### config.mk
export PLATFORM = sky130hd
export DESIGN_NAME = gpio4_port
export DESIGN_NICKNAME = d
export VERILOG_FILES = /design/src/rtl/gpio4_pkg.sv /design/src/rtl/gpio4_sync.sv /design/src/rtl/gpio4_regs.sv /design/src/rtl/gpio4_rdmux.sv /design/src/rtl/gpio4_port.sv
export SDC_FILE = /design/constraint.sdc
export NUM_CORES = 1
export LEC_CHECK = 0
export ABC_AREA = 1
export BUFFER_PORTS_ARGS = -buffer_cell sky130_fd_sc_hd__buf_2
export CAP_MARGIN = 20
export CORE_MARGIN = 2
export CORE_UTILIZATION = 45
export CTS_BUF_LIST = sky130_fd_sc_hd__clkbuf_2
export DETAILED_ROUTE_END_ITERATION = 16
export HOLD_SLACK_MARGIN = 0.12
export PLACE_DENSITY = 0.73
export SLEW_MARGIN = 30
export SYNTH_ARGS = -nofsm -noshare
export SYNTH_HDL_FRONTEND = slang
export SYNTH_SLANG_ARGS = --single-unit
### constraint.sdc
create_clock -name clk -period 1.65 [get_ports clk]
set_input_delay 0.165 -clock clk [delete_from_list [all_inputs] [get_ports clk]]
set_output_delay 0.165 -clock clk [all_outputs]
set_load 0.1 [all_outputs]
### src/rtl/gpio4_pkg.sv
package gpio4_pkg;
  localparam int ADDR_W = 2;

  typedef enum logic [ADDR_W-1:0] {
    REG_PORT = 2'd0,
    REG_LATCH = 2'd1,
    REG_DIR = 2'd2,
    REG_ANSEL = 2'd3
  } reg_addr_e;
endpackage

### src/rtl/gpio4_sync.sv
module gpio4_sync #(
  parameter int WIDTH  = 4,
  parameter int STAGES = 2
) (
  input  logic             clk,
  input  logic             rst_n,
  input  logic [WIDTH-1:0] d_in,
  output logic [WIDTH-1:0] q_out
);
  logic [WIDTH-1:0] stage_q [STAGES];

  genvar s;
  generate
    for (s = 0; s < STAGES; s++) begin : g_stage
      if (s == 0) begin : g_first
        always_ff @(posedge clk or negedge rst_n) begin
          if (!rst_n) stage_q[s] <= '0;
          else        stage_q[s] <= d_in;
        end
      end else begin : g_next
        always_ff @(posedge clk or negedge rst_n) begin
          if (!rst_n) stage_q[s] <= '0;
          else        stage_q[s] <= stage_q[s-1];
        end
      end
    end
  endgenerate

  assign q_out = stage_q[STAGES-1];
endmodule

### src/rtl/gpio4_regs.sv
module gpio4_regs
  import gpio4_pkg::*;
#(
  parameter int NUM_IO = 3,
  parameter int RSV_W  = 4,
  parameter int BUS_W  = 8
) (
  input  logic              clk,
  input  logic              rst_n,
  input  logic              wr_en,
  input  reg_addr_e         addr,
  input  logic [BUS_W-1:0]  wdata,
  output logic [NUM_IO-1:0] dir_q,
  output logic [NUM_IO-1:0] lat_q,
  output logic [NUM_IO-1:0] ana_q,
  output logic [RSV_W-1:0]  rsv_q
);
  localparam int RSV_LSB = BUS_W - RSV_W;

  logic lat_we, dir_we, ana_we;

  always_comb begin
    lat_we = wr_en && ((addr == REG_PORT) || (addr == REG_LATCH));
    dir_we = wr_en && (addr == REG_DIR);
    ana_we = wr_en && (addr == REG_ANSEL);
  end

  always_ff @(posedge clk or negedge rst_n) begin
    if (!rst_n) begin
      dir_q <= '1;
      lat_q <= '0;
      ana_q <= '1;
      rsv_q <= '0;
    end else begin
      if (lat_we) lat_q <= wdata[NUM_IO-1:0];
      if (dir_we) begin
        dir_q <= wdata[NUM_IO-1:0];
        rsv_q <= wdata[RSV_LSB +: RSV_W];
      end
      if (ana_we) ana_q <= wdata[NUM_IO-1:0];
    end
  end
endmodule

### src/rtl/gpio4_rdmux.sv
module gpio4_rdmux
  import gpio4_pkg::*;
#(
  parameter int NUM_IO    = 3,
  parameter int RSV_W     = 4,
  parameter int BUS_W     = 8,
  parameter bit FULL_PORT = 1'b1
) (
  input  reg_addr_e         addr,
  input  logic [NUM_IO:0]   pin_sync,
  input  logic              rst_pin_en,
  input  logic [NUM_IO-1:0] dir_q,
  input  logic [NUM_IO-1:0] lat_q,
  input  logic [NUM_IO-1:0] ana_q,
  input  logic [RSV_W-1:0]  rsv_q,
  output logic [BUS_W-1:0]  rdata
);
  localparam int RSV_LSB = BUS_W - RSV_W;

  logic [BUS_W-1:0] port_val;

  genvar i;
  generate
    for (i = 0; i < NUM_IO; i++) begin : g_bit
      assign port_val[i] = FULL_PORT && !ana_q[i] && pin_sync[i];
    end
    for (i = NUM_IO + 1; i < BUS_W; i++) begin : g_hi
      assign port_val[i] = 1'b0;
    end
  endgenerate
  assign port_val[NUM_IO] = FULL_PORT && !rst_pin_en && pin_sync[NUM_IO];

  always_comb begin
    rdata = '0;
    unique case (addr)
      REG_PORT:  rdata = port_val;
      REG_LATCH: rdata[NUM_IO-1:0] = lat_q;
      REG_DIR: begin
        rdata[NUM_IO-1:0] = dir_q;
        rdata[RSV_LSB +: RSV_W] = rsv_q;
      end
      REG_ANSEL: rdata[NUM_IO-1:0] = ana_q;
      default:   rdata = '0;
    endcase
  end
endmodule

### src/rtl/gpio4_port.sv
module gpio4_port
  import gpio4_pkg::*;
#(
  parameter int NUM_IO      = 3,
  parameter int BUS_W       = 8,
  parameter int SYNC_STAGES = 2,
  parameter bit FULL_PORT   = 1'b1
) (
  input  logic              clk,
  input  logic              rst_n,
  input  logic              wr_en,
  input  logic [1:0]        addr,
  input  logic [BUS_W-1:0]  wdata,
  output logic [BUS_W-1:0]  rdata,
  input  logic              rst_pin_en,
  input  logic [NUM_IO:0]   pin_in,
  output logic [NUM_IO-1:0] pin_out,
  output logic [NUM_IO-1:0] pin_oe,
  output logic              ext_reset_req
);
  localparam int NUM_PINS = NUM_IO + 1;
  localparam int RSV_W    = BUS_W - NUM_PINS;

  reg_addr_e         addr_e;
  logic [NUM_IO:0]   pin_sync;
  logic [NUM_IO-1:0] dir_q, lat_q, ana_q;
  logic [RSV_W-1:0]  rsv_q;

  assign addr_e = reg_addr_e'(addr);

  gpio4_sync #(.WIDTH(NUM_PINS), .STAGES(SYNC_STAGES)) u_sync (
    .clk(clk), .rst_n(rst_n), .d_in(pin_in), .q_out(pin_sync)
  );

  gpio4_regs #(.NUM_IO(NUM_IO), .RSV_W(RSV_W), .BUS_W(BUS_W)) u_regs (
    .clk(clk), .rst_n(rst_n), .wr_en(wr_en), .addr(addr_e), .wdata(wdata),
    .dir_q(dir_q), .lat_q(lat_q), .ana_q(ana_q), .rsv_q(rsv_q)
  );

  gpio4_rdmux #(.NUM_IO(NUM_IO), .RSV_W(RSV_W), .BUS_W(BUS_W),
                .FULL_PORT(FULL_PORT)) u_rdmux (
    .addr(addr_e), .pin_sync(pin_sync), .rst_pin_en(rst_pin_en),
    .dir_q(dir_q), .lat_q(lat_q), .ana_q(ana_q), .rsv_q(rsv_q),
    .rdata(rdata)
  );

  assign pin_out       = lat_q;
  assign pin_oe        = ~dir_q;
  assign ext_reset_req = rst_pin_en && !pin_sync[NUM_IO];
endmodule

# Yosys cells after proc, flatten, opt, wreduce, memory -nomap -nowiden

Cells that the tools add are included.

Register bits after elaboration: 21
Latch bits: 0
RAM bits: 0
Memory bits (read-only): 0
Input bits: 18
Output and inout bits: 15
Word-level logic and storage cells: 28
Memories kept: 0

Add/subtract/negate cells: 0
Multipliers: 0
Div/mod/pow operators: 0
$lt $le $gt $ge: 0
Equality and inequality tests: 3
Shift-type cells: 0
Mux-type cells: 3
Bitwise operators: 1
Reduce and logical (&&, ||, !) cells: 15

Operators with widths:

| operator           | count |
|---|---|
| $pmux 3 s4         | 1 |
| $logic_and 1x1->1  | 8 |
| $logic_not 1->1    | 5 |
| $eq 2x2->1 const B | 2 |
| $mux 4             | 1 |
| $not 3->3          | 1 |
| $eq 2x1->1 const B | 1 |
| $logic_not 2->1    | 1 |
| $logic_or 1x1->1   | 1 |
| $mux 1             | 1 |

# Depth between registers and ports, before layout

Gate-level depths: netlist (run 1).

Depth after elaboration: 3
Depth in mapped cells: 6
Gate-level depth less buffers: 5

# Hierarchy

From an unflattened synthesis (run 1), not the netlist that was laid out.

Cell total of the unflattened synthesis: 114
Area total of the unflattened synthesis: 1008.5 µm²

Modules (own cells, without submodules):

| module      | times used | cells an instance | area each (µm²) | sequential area each (µm²) |
|---|---|---|---|---|
| gpio4_regs  | 1          | 60                | 560.5           | 332.8 |
| gpio4_sync  | 1          | 12                | 230.2           | 200.2 |
| gpio4_rdmux | 1          | 37                | 196.4           | 0.0 |
| gpio4_port  | 1          | 5                 | 21.3            | 0.0 |

# Worst setup path after synthesis (run 1)

No wires, ideal clock.

Path type: reg2out
From: register u_regs.lat_q[0]
To: output rdata[0]
Arrival: 1.879 ns
Data required time: 1.485 ns
Slack: -0.394 ns
Cell stages (with the launch flop): 3
Path buffers: 0
Cell sequence: dfrtp_1 > nand3_1 > nand4_1

Cells in the longest elaborated chain, start to end: 1

RTL lines:

| what                   | RTL line          | text |
|---|---|---|
| start, declared        | gpio4_regs.sv:14  | `output logic [NUM_IO-1:0] lat_q,` |
| start signal, assigned | gpio4_regs.sv:35  | `if (lat_we) lat_q <= wdata[NUM_IO-1:0];` |
| $pmux 3 s4             | gpio4_rdmux.sv:35 | `unique case (addr)` |
| end, declared          | gpio4_port.sv:14  | `output logic [BUS_W-1:0] rdata,` |

Every way passes these cells.

# Worst setup path after layout (run 1)

From: register u_regs.ana_q[1]
To: output rdata[1]

Cells in the longest elaborated chain, start to end: 3

RTL lines:

| what                   | RTL line          | text |
|---|---|---|
| start, declared        | gpio4_regs.sv:15  | `output logic [NUM_IO-1:0] ana_q,` |
| start signal, assigned | gpio4_regs.sv:40  | `if (ana_we) ana_q <= wdata[NUM_IO-1:0];` |
| $logic_not 1->1        | gpio4_rdmux.sv:25 | `assign port_val[i] = FULL_PORT && !ana_q[i] && pin_sync[i];` |
| $logic_and 1x1->1      | gpio4_rdmux.sv:25 |  |
| $pmux 3 s4 (*)         | gpio4_rdmux.sv:35 |  |

Every way passes the cells marked *; elsewhere a longest branch is shown, timed or not.

==> results_tabular.tex, run 1 <==
\begin{tabular}{lr}
\hline
Metric & Value \\
\hline
\multicolumn{2}{l}{\textbf{Pwr}} \\
Standby leakage power & 0.000647 uW \\
Total power density per cell area & 1080 nW/um\^{}2 \\
Maximum vdd ir drop & 0.650 mV \\
\multicolumn{2}{l}{\textbf{Clock tree}} \\
TritonCTS Buffers & 3 \\
Clock input transition at the sequential cells of the worst setup and hold paths & 0.21 ns \\
Number of clock sinks & 21 \\
Post-CTS Repair Setup Buffers & 0 \\
Clock insertion delay at the later pin of the skew report & between 0.3 and 0.4 ns \\
Maximum level of the CTS H-tree & 1 \\
Max clock buf depth & 2 \\
Clock tree root driver cell & clkbuf\_2 \\
CTS tree & done \\
\multicolumn{2}{l}{\textbf{Timing}} \\
Total of endpoints with negative setup slack in the final report & 0 \\
Slew @ Worst Pin & 0.491 ns \\
Final hold violation count & 0 \\
Fin crit share & 0.939 \\
Clock skew after layout & about 0.00062 ns \\
Final number of max-transition violations & 0 \\
Peak Freq & between 600 and 700 MHz \\
Setup Total Neg Slack & 0 ns \\
RSZ-0062 raised after global routing & false \\
Final critical-path required period & 1.55 ns \\
Worst rel slew slack & 0.675 \\
\multicolumn{2}{l}{\textbf{Synth}} \\
Synthesis warning total & 0 \\
Netlist cell types & 16 \\
Flop and latch count out of synthesis & 21 \\
Share of the synthesized area in compound gates (AO/OA/AOI/OAI) & 0.0607 \\
Multiplexer fraction of the synthesized cell area & 0 \\
Main combinational cell family by area after synthesis & simple AND/OR/NAND/NOR gates \\
Net Count, Synth & 119 \\
Area share of fa/ha/maj cells after synthesis & 0 \\
Share of synthesized area occupied by flip-flops and latches & 0.575 \\
XOR/XNOR Fraction of Synth Area & 0 \\
Area fraction in and, or, nand and nor cells after synthesis & 0.254 \\
Cell count after synthesis & 101 \\
Total standard cell area after synthesis & just over 900 um\^{}2 \\
Avg Inst Size Synth & 9.18 um\^{}2 \\
\multicolumn{2}{l}{\textbf{Final layout}} \\
Final net count & 165 \\
Layout cells sized above 1 & 0.377 \\
Core utilization of the finished layout & 0.642 \\
Cell area after layout & 1260 um\^{}2 \\
Commonest non-fill, non-tap cell in the layout & buf\_2 \\
Area overhead of the layout relative to synthesis & 35.9\% \\
Most frequent cells in the layout & buf\_2, nand2\_1, inv\_1, dlygate4sd3\_1, dfrtp\_1 \\
Final cell count without fillers & 173 \\
Number of antenna repair diodes & 0 \\
\multicolumn{2}{l}{\textbf{Placement}} \\
Placed cell areas & 1100 um\^{}2 \\
Gp weighted congestion & 0.742 \\
Number of buffers added on ports & 31 \\
DP Cell Count & 156 \\
Half-perimeter wire length after detailed placement & 1320 um \\
\multicolumn{2}{l}{\textbf{Worst setup path}} \\
Required time of the critical path & between 1 and 1.5 ns \\
Startpoint type of the worst setup path & flop \\
Worst endpoint data arrival time & 1.38 ns \\
Nature of the critical path endpoint & output pin \\
Destination of the worst register-to-register timing path & u\_regs.ana\_q[2] \\
Worst Path Max Fanout & 3 \\
Kind of critical path & reg -> out \\
Depth of the worst register-to-register path & 2 \\
Minimum setup slack among reg-to-reg paths & around 0.89 ns \\
FF-to-FF Start & u\_regs.ana\_q[2] \\
\multicolumn{2}{l}{\textbf{Global route}} \\
Number of antenna violations at the first check in global routing & 0 \\
Global-route wire length before repair & 3060 um \\
Via count of the first global-routing pass & 685 \\
Maximum number of pins on one net before global-route repair & 22 \\
Remaining Overflow, GRT & 0 \\
GRT Resource Usage Total & 0.170 \\
\multicolumn{2}{l}{\textbf{Detailed routing}} \\
Number of vias per cell & 4.48 \\
Post-detailed-route count of antenna-violating nets & 0 \\
Initial DRT Pass Iterations & 4 \\
DRC marker count from the first detailed-route iteration & 15 \\
Vias & 775 \\
Number of remaining DRC errors & 0 \\
Detailed Route WL & 1870 um \\
Drt wl/cell & $\sim$11 um \\
\multicolumn{2}{l}{\textbf{Floorplanning}} \\
Initial standard-cell utilization of the core & 0.473 \\
Die boundary width & 49.4 um \\
Boundary Pins & 33 \\
Total number of placement rows & 16 \\
Core area & 1960 um\^{}2 \\
Die Span Y & 49.4 um \\
Total Die Area & 2440 um\^{}2 \\
\multicolumn{2}{l}{\textbf{Flow run}} \\
\# Max-Cap Violations & 0 \\
\multicolumn{2}{l}{\textbf{Worst hold path}} \\
Type of the most critical hold path & in -> reg \\
Worst hold path endpoint & u\_regs.ana\_q[2] \\
Hold Crit Start & addr[1] \\
Hold Path Cell Cnt & 3 \\
\multicolumn{2}{l}{\textbf{Outcome}} \\
Status & completed \\
\hline
\end{tabular}
==> worst max path at each step <==
stage                          from       end  depth (start not counted)
detailed placement          addr[1]  rdata[1]                          5
CTS                 u_regs.ana_q[2]  rdata[2]                          3
finish              u_regs.ana_q[1]  rdata[1]                          3
global placement            addr[1]  rdata[1]                          5
global route        u_regs.ana_q[0]  rdata[0]                          3
floorplan                   addr[0]  rdata[4]                          4
==> cells by family (layout without fill, tap and decap cells) <==
family          count (synthesis)  after routing
simple gates                   51             51
compound gates                  9              9
buf+inv                        20             65
flops                          21             21
==> report_power, final <==
group / internal (uW) / switching, uW
clock: 56.4 / 160
sequential: 595 / 36.9
combinational: 114 / 404
==> worst max-delay path, cell delays in order (launching register included) <==
cell	delay, ns
dfstp_2	0.58
nand3_1	0.08
nand4_1	0.11
buf_4	0.30
==> routing by layer <==
layer,vias up,GRT usage,wire length (um)
met5,-,0,0
met4,0,0.0833,34
met3,4,0.0368,63
met2,19,0.288,962
met1,350,0.202,807
li1,402,-,-
==> state kept, by name, indices dropped and copies added, names as in the netlist <==
signal,count
u_regs.ana_q,3
u_regs.dir_q,3
u_regs.lat_q,3
u_regs.rsv_q,4
u_sync.q_out,4
u_sync.stage_q,4
==> synth_stat cells, drive strengths merged <==
library cell	number	share of area
nand2	27	0.11
inv	17	0.074
dfrtp	15	0.40
nand3	11	0.078
nor2	10	0.043
o21ai	9	0.061
dfstp	6	0.17
buf	3	0.036
nand4	3	0.020
==> layout make-up <==
type	instances	area, um^2
Fill cell	188	702
Sequential cell	21	542
Multi-Input combinational cell	60	297
Timing Repair Buffer	44	297
Inverter	17	68.8
Tap cell	27	33.8
Clock buffer	3	15.0
Clock inverter	1	7.51
==> through the flow <==
stage               hold WS [ns]  total power, uW  setup slack [ns]
floorplan                 -0.131             1040            -0.203
global placement           0.129             1120             0.337
detailed placement         0.133             1130             0.327
CTS                        0.163             1370            0.0728
global route               0.137             1440            0.0174
finish                     0.174             1370             0.100
==> what timing repair did <==
item / 4_1_cts / 5_1_grt
gates cloned: 0 / 0
hold buffers: 13 / 0
endpoints found under the setup margin: 3 / 1
gates resized for setup: 3 / 1
hold endpoints to repair: 34 / 0
Note: power is estimated with default switching activity, not from simulation.
==> run 2: changes to the inputs <==
--- a/config.mk
+++ b/config.mk
@@ -8,12 +8,12 @@
 export ABC_AREA = 1
 export BUFFER_PORTS_ARGS = -buffer_cell sky130_fd_sc_hd__buf_2
 export CAP_MARGIN = 20
-export CORE_MARGIN = 2
+export CORE_MARGIN = 5
 export CORE_UTILIZATION = 45
 export CTS_BUF_LIST = sky130_fd_sc_hd__clkbuf_2
 export DETAILED_ROUTE_END_ITERATION = 16
 export HOLD_SLACK_MARGIN = 0.12
-export PLACE_DENSITY = 0.73
+export PLACE_DENSITY = 0.85
 export SLEW_MARGIN = 30
 export SYNTH_ARGS = -nofsm -noshare
 export SYNTH_HDL_FRONTEND = slang
==> constraint.sdc (replaced) <==
create_clock -name clk -period 1.65 [get_ports clk]
set_input_delay 0.2475 -clock clk [delete_from_list [all_inputs] [get_ports clk]]
set_output_delay 0.2475 -clock clk [all_outputs]
set_load 0.1 [all_outputs]
==> run 2 against run 1 <==
  * Power up 4.0%
  * Global-route usage fell by 3.2 points
  * Register-to-register slack lost 0.09 ns
  * Design area increased by 5.9%
  * Die area increased by 26%
  * Via count up 2.5%
  * Utilization is 3.8 points higher
  * Fmax is 4.0% lower
  * Critical path type unchanged
  * Hold slack worse by 0.030 ns
  * Combinational power rose by 12%
  * Wire length is 18% higher
==> results_tabular.tex, run 2 (synthesis gave the netlist of run 1 again) <==
\begin{tabular}{lr}
\hline
Metric & Value \\
\hline
\multicolumn{2}{l}{\textbf{Timing}} \\
RSZ-0062 raised after global routing & true \\
Total of endpoints with negative setup slack in the final report & 0 \\
Worst rel slew slack & 0.667 \\
Final hold violation count & 0 \\
Fin crit share & 0.978 \\
Slew @ Worst Pin & a little over 0.5 ns \\
Final number of max-transition violations & 0 \\
Final hold slack & roughly 0.14 ns \\
Final critical-path required period & $\sim$1.6 ns \\
Least setup slack across all paths after layout & 0.0360 ns \\
Clock skew after layout & 0.000380 ns \\
Peak Freq & 620 MHz \\
\multicolumn{2}{l}{\textbf{Global route}} \\
GRT Resource Usage Total & 0.138 \\
Number of antenna violations at the first check in global routing & 0 \\
Via count of the first global-routing pass & 736 \\
Global-route wire length before repair & 3390 um \\
Remaining Overflow, GRT & 0 \\
Maximum number of pins on one net before global-route repair & 22 \\
\multicolumn{2}{l}{\textbf{Placement}} \\
Worst slack at placement & 0.340 ns \\
Number of buffers added on ports & 31 \\
DP Cell Count & 156 \\
Half-perimeter wire length after detailed placement & about 1500 um \\
Gp weighted congestion & 0.874 \\
\multicolumn{2}{l}{\textbf{Detailed routing}} \\
Number of vias per cell & 4.70 \\
Vias & 794 \\
DRC marker count from the first detailed-route iteration & 21 \\
Post-detailed-route count of antenna-violating nets & 0 \\
Detailed Route WL & 2210 um \\
Initial DRT Pass Iterations & 5 \\
Drt wl/cell & 13.0 um \\
Number of remaining DRC errors & 0 \\
\multicolumn{2}{l}{\textbf{Flow run}} \\
\# Max-Cap Violations & 0 \\
\multicolumn{2}{l}{\textbf{Final layout}} \\
Final cell count without fillers & 169 \\
Number of antenna repair diodes & 0 \\
Core utilization of the finished layout & 0.680 \\
Most frequent cells in the layout & nand2\_1, buf\_2, inv\_1, dfrtp\_1 \\
Area overhead of the layout relative to synthesis & 43.9\% \\
Commonest non-fill, non-tap cell in the layout & nand2\_1 \\
Layout cells sized above 1 & 0.415 \\
Final net count & 161 \\
\multicolumn{2}{l}{\textbf{Pwr}} \\
Standby leakage power & $\sim$0.00066 uW \\
Maximum vdd ir drop & 0.675 mV \\
Total power density per cell area & 1070 nW/um\^{}2 \\
\multicolumn{2}{l}{\textbf{Worst setup path}} \\
Required time of the critical path & 1.40 ns \\
Worst Path Max Fanout & 3 \\
Critical path's largest stage delay & roughly 0.6 ns \\
Startpoint type of the worst setup path & flop \\
CP Cell Sequence & nor2\_2, nand2\_1, nand4\_1, buf\_12 \\
Nature of the critical path endpoint & output pin \\
Cell at the slowest stage of the critical path & dfstp\_2 \\
Kind of critical path & reg -> out \\
Worst endpoint data arrival time & 1.37 ns \\
\multicolumn{2}{l}{\textbf{Floorplanning}} \\
Core area & 1960 um\^{}2 \\
Die boundary width & 55.4 um \\
Total number of placement rows & 16 \\
Boundary Pins & 33 \\
Die Span Y & 55.4 um \\
Initial standard-cell utilization of the core & 0.473 \\
Total Die Area & 3070 um\^{}2 \\
\multicolumn{2}{l}{\textbf{Clock tree}} \\
Maximum level of the CTS H-tree & 1 \\
Clock input transition at the sequential cells of the worst setup and hold paths & 0.18 ns \\
CTS tree & done \\
Clock tree root driver cell & clkbuf\_2 \\
Number of clock sinks & 21 \\
Clock insertion delay at the later pin of the skew report & 0.29 ns \\
TritonCTS Buffers & 3 \\
Max clock buf depth & 2 \\
\multicolumn{2}{l}{\textbf{Worst hold path}} \\
Type of the most critical hold path & in -> reg \\
\multicolumn{2}{l}{\textbf{Outcome}} \\
Status & completed \\
\hline
\end{tabular}
[run 2: area by class of cell]
cell class	instances	area, um^2
multi-input combinational	60	307
fill	162	628
inverter	17	68.8
tap	27	33.8
clock buffer	4	20.0
sequential	21	542
timing repair buffer	40	363
[run 2: power breakdown]
part / leakage, uW / switching [uW] / internal [uW]
combinational: 0.000405 / 425 / 157
clock: 0.0000166 / 140 / 64.3
sequential: 0.000239 / 40.4 / 595
[run 2: path summary, 6_finish.rpt]
| check | startpoint | endpoint | slack, ns | cells past startpoint |
|---|---|---|---|---|
| worst min-delay path | wdata[7] | u_regs.rsv_q[3] | 0.14 | 3 |
| worst max register to register | u_regs.ana_q[2] | u_regs.ana_q[2] | 0.80 | 2 |
| min in group asynchronous | rst_n | u_sync.stage_q[4] | 0.39 | 2 |
| max in group asynchronous | rst_n | u_regs.dir_q[0] | 0.92 | 2 |
| worst min register to register | u_sync.stage_q[5] | u_sync.q_out[1] | 0.37 | 0 |
| worst max-delay path | u_regs.ana_q[2] | rdata[2] | 0.04 | 4 |
[run 2: what timing repair did]
| action | CTS | global route |
|---|---|---|
| hold buffers | 8 | 0 |
| setup endpoints to repair | 0 | 3 |
| resized for setup | 0 | 3 |
| hold endpoints to repair | 22 | 0 |
| setup buffers | 0 | 1 |
[run 2: through the flow]
| stage | total power [uW] | TNS, ns | area [um^2] |
|---|---|---|---|
| after global routing | 1490 | -0.0750 | 1330 |
| after global placement | 1180 | 0 | 1220 |
| after floorplan | 1040 | -2.16 | 941 |
| final | 1420 | 0 | 1330 |
| after detailed placement | 1200 | 0 | 1220 |
| after CTS | 1410 | 0 | 1320 |
[run 2: metal layers]
layer	GRT usage	vias to the layer above	wire length, um
met5	0	-	0
met4	0.0521	0	19
met3	0.0280	2	144
met2	0.238	26	1180
met1	0.167	370	865
li1	-	396	-
[run 2: critical path, delay by kind of cell, from the launching register on]
kind | cells | cell delay [ns]
buffers and inverters | 1 | 0.22
flip-flops | 1 | 0.60
AND/OR/NAND/NOR | 3 | 0.26
==> run 3: changes to the inputs <==
--- a/config.mk
+++ b/config.mk
@@ -13,7 +13,7 @@
 export CTS_BUF_LIST = sky130_fd_sc_hd__clkbuf_2
 export DETAILED_ROUTE_END_ITERATION = 16
 export HOLD_SLACK_MARGIN = 0.12
-export PLACE_DENSITY = 0.85
+export PLACE_DENSITY = 0.75
 export SLEW_MARGIN = 30
 export SYNTH_ARGS = -nofsm -noshare
 export SYNTH_HDL_FRONTEND = slang
==> run 3 against run 2 <==
  * Combinational power shrank 3%
  * Critical path type unchanged
  * Via count down 1.3%
  * Register-to-register slack better by 0.06 ns
  * Critical path depth unchanged
  * Design area is 0.56% lower
  * Die area did not move
  * Largest power group unchanged
  * Sequential power hardly changed
==> results_tabular.tex, run 3 (synthesis gave the netlist of run 1 again) <==
\begin{tabular}{lr}
\hline
Metric & Value \\
\hline
\multicolumn{2}{l}{\textbf{Placement}} \\
Gp weighted congestion & 0.807 \\
Half-perimeter wire length after detailed placement & 1500 um \\
DP Cell Count & between 150 and 200 \\
Number of buffers added on ports & 31 \\
\multicolumn{2}{l}{\textbf{Clock tree}} \\
Max clock buf depth & 2 \\
Maximum level of the CTS H-tree & 1 \\
Count of cells resized by post-cts repair & 0 \\
Clock input transition at the sequential cells of the worst setup and hold paths & 0.18 ns \\
CTS tree & done \\
TritonCTS Buffers & 3 \\
Clock insertion delay at the later pin of the skew report & 0.31 ns \\
Number of clock sinks & 21 \\
Clock tree root driver cell & clkbuf\_2 \\
\multicolumn{2}{l}{\textbf{Floorplanning}} \\
Total number of placement rows & 16 \\
Initial standard-cell utilization of the core & 0.473 \\
Core area & about 2000 um\^{}2 \\
Die Span Y & 55.4 um \\
Total Die Area & 3070 um\^{}2 \\
Boundary Pins & 33 \\
Die boundary width & 55.4 um \\
\multicolumn{2}{l}{\textbf{Outcome}} \\
Status & completed \\
\multicolumn{2}{l}{\textbf{Global route}} \\
Via count of the first global-routing pass & roughly 830 \\
Remaining Overflow, GRT & 0 \\
GRT Resource Usage Total & 0.150 \\
Maximum number of pins on one net before global-route repair & 22 \\
Number of antenna violations at the first check in global routing & 0 \\
Global-route wire length before repair & 3700 um \\
\multicolumn{2}{l}{\textbf{Final layout}} \\
Layout cells sized above 1 & 0.387 \\
Area overhead of the layout relative to synthesis & 43.0\% \\
Number of antenna repair diodes & 0 \\
Core utilization of the finished layout & 0.676 \\
Most frequent cells in the layout & nand2\_1, buf\_2, inv\_1, dfrtp\_1 \\
Commonest non-fill, non-tap cell in the layout & nand2\_1 \\
Final cell count without fillers & approximately 170 \\
Final net count & between 150 and 200 \\
\multicolumn{2}{l}{\textbf{Worst setup path}} \\
Kind of critical path & reg -> out \\
Nature of the critical path endpoint & output pin \\
Worst endpoint data arrival time & around 1.3 ns \\
Worst Path Max Fanout & 3 \\
Startpoint type of the worst setup path & flop \\
Required time of the critical path & 1.40 ns \\
Minimum setup slack among reg-to-reg paths & 0.86 ns \\
\multicolumn{2}{l}{\textbf{Detailed routing}} \\
Initial DRT Pass Iterations & 4 \\
Number of vias per cell & approximately 4.6 \\
Number of remaining DRC errors & 0 \\
Post-detailed-route count of antenna-violating nets & 0 \\
Vias & 784 \\
Detailed Route WL & $\sim$2000 um \\
DRC marker count from the first detailed-route iteration & 20 \\
Drt wl/cell & 11.8 um \\
\multicolumn{2}{l}{\textbf{Pwr}} \\
Fraction of power consumed by combinational cells & 0.404 \\
Sw Share & 0.429 \\
Net switching power & 602 uW \\
Standby leakage power & 0.000659 uW \\
Part of the total power dissipated in sequential elements & 0.450 \\
Portion of total power attributed to the clock network & 0.146 \\
Final Total Pwr & between 1000 and 1500 uW \\
Maximum vdd ir drop & about 0.68 mV \\
Total power density per cell area & between 1000 and 1500 nW/um\^{}2 \\
Total internal power & around 800 uW \\
\multicolumn{2}{l}{\textbf{Timing}} \\
Total of endpoints with negative setup slack in the final report & 0 \\
Slew @ Worst Pin & roughly 0.5 ns \\
RSZ-0062 raised after global routing & true \\
Setup Total Neg Slack & 0 ns \\
Fin crit share & 0.962 \\
Worst rel slew slack & 0.677 \\
Final hold slack & between 0.15 and 0.2 ns \\
Final number of max-transition violations & 0 \\
Peak Freq & 630 MHz \\
Clock skew after layout & 0.0000919 ns \\
Final hold violation count & 0 \\
Final critical-path required period & between 1.5 and 2 ns \\
\multicolumn{2}{l}{\textbf{Flow run}} \\
\# Max-Cap Violations & 0 \\
\multicolumn{2}{l}{\textbf{Worst hold path}} \\
Type of the most critical hold path & in -> reg \\
\hline
\end{tabular}
-- run 3: changes by cell type in the layout (fill, tap and decap cells not counted), sizes merged --
cell,previous run,this run
dlygate4sd3,8,9
clkinv,0,1
clkbuf,4,3
buf,32,31
-- run 3: metrics by stage --
step	instance area, um^2	setup slack, ns
finish	1330	0.0626
global route	1330	-0.0197
CTS	1330	0.0245
detailed placement	1220	0.303
global placement	1220	0.315
floorplan	941	-0.368
-- run 3: cell type report --
| type | count | area (um^2) |
|---|---|---|
| Inverter | 17 | 68.8 |
| Fill cell | 177 | 636 |
| Sequential cell | 21 | 542 |
| Clock inverter | 1 | 5.00 |
| Clock buffer | 3 | 15.0 |
| Timing Repair Buffer | 40 | 365 |
| Tap cell | 27 | 33.8 |
| Multi-Input combinational cell | 60 | 297 |
-- run 3: path summary, 6_finish.rpt --
kind | to | startpoint | cells after the start
worst max-delay path | rdata[0] | u_regs.ana_q[0] | 4
worst min-delay path | u_regs.dir_q[0] | wdata[0] | 3
worst max register to register | u_regs.ana_q[2] | u_regs.ana_q[2] | 2
worst min register to register | u_sync.q_out[1] | u_sync.stage_q[5] | 0
max in group asynchronous | u_regs.lat_q[2] | rst_n | 2
min in group asynchronous | u_sync.stage_q[7] | rst_n | 2
-- run 3: worst max-delay path: stages, from the launching register on --
cell     delay [ns]
dfstp_2        0.58
nor2_1         0.04
nand2_1        0.05
nand4_1        0.14
buf_12         0.21
-- run 3: routing by layer --
layer | wire, um | global-route usage | vias up
li1 | - | - | 394
met1 | 829 | 0.178 | 361
met2 | 1050 | 0.247 | 23
met3 | 82 | 0.0350 | 6
met4 | 42 | 0.0868 | 0
met5 | 0 | 0 | -
-- run 3: repair_timing --
action / 4_1_cts / 5_1_grt
endpoints found under the hold margin: 23 / 0
buffers inserted: 0 / 0
hold buffers: 9 / 0
endpoints found under the setup margin: 0 / 3
-- run 3: power groups by stage --
| stage | registers (uW) | logic (uW) | clock network [uW] |
|---|---|---|---|
| 2_1_floorplan | 701 | 340 | 0 |
| 3_3_place_gp | 638 | 546 | 0 |
| 3_5_place_dp | 642 | 553 | 0 |
| 4_1_cts | 632 | 571 | 210 |
| 5_1_grt | 642 | 599 | 231 |
| 6_report | 632 | 567 | 205 |
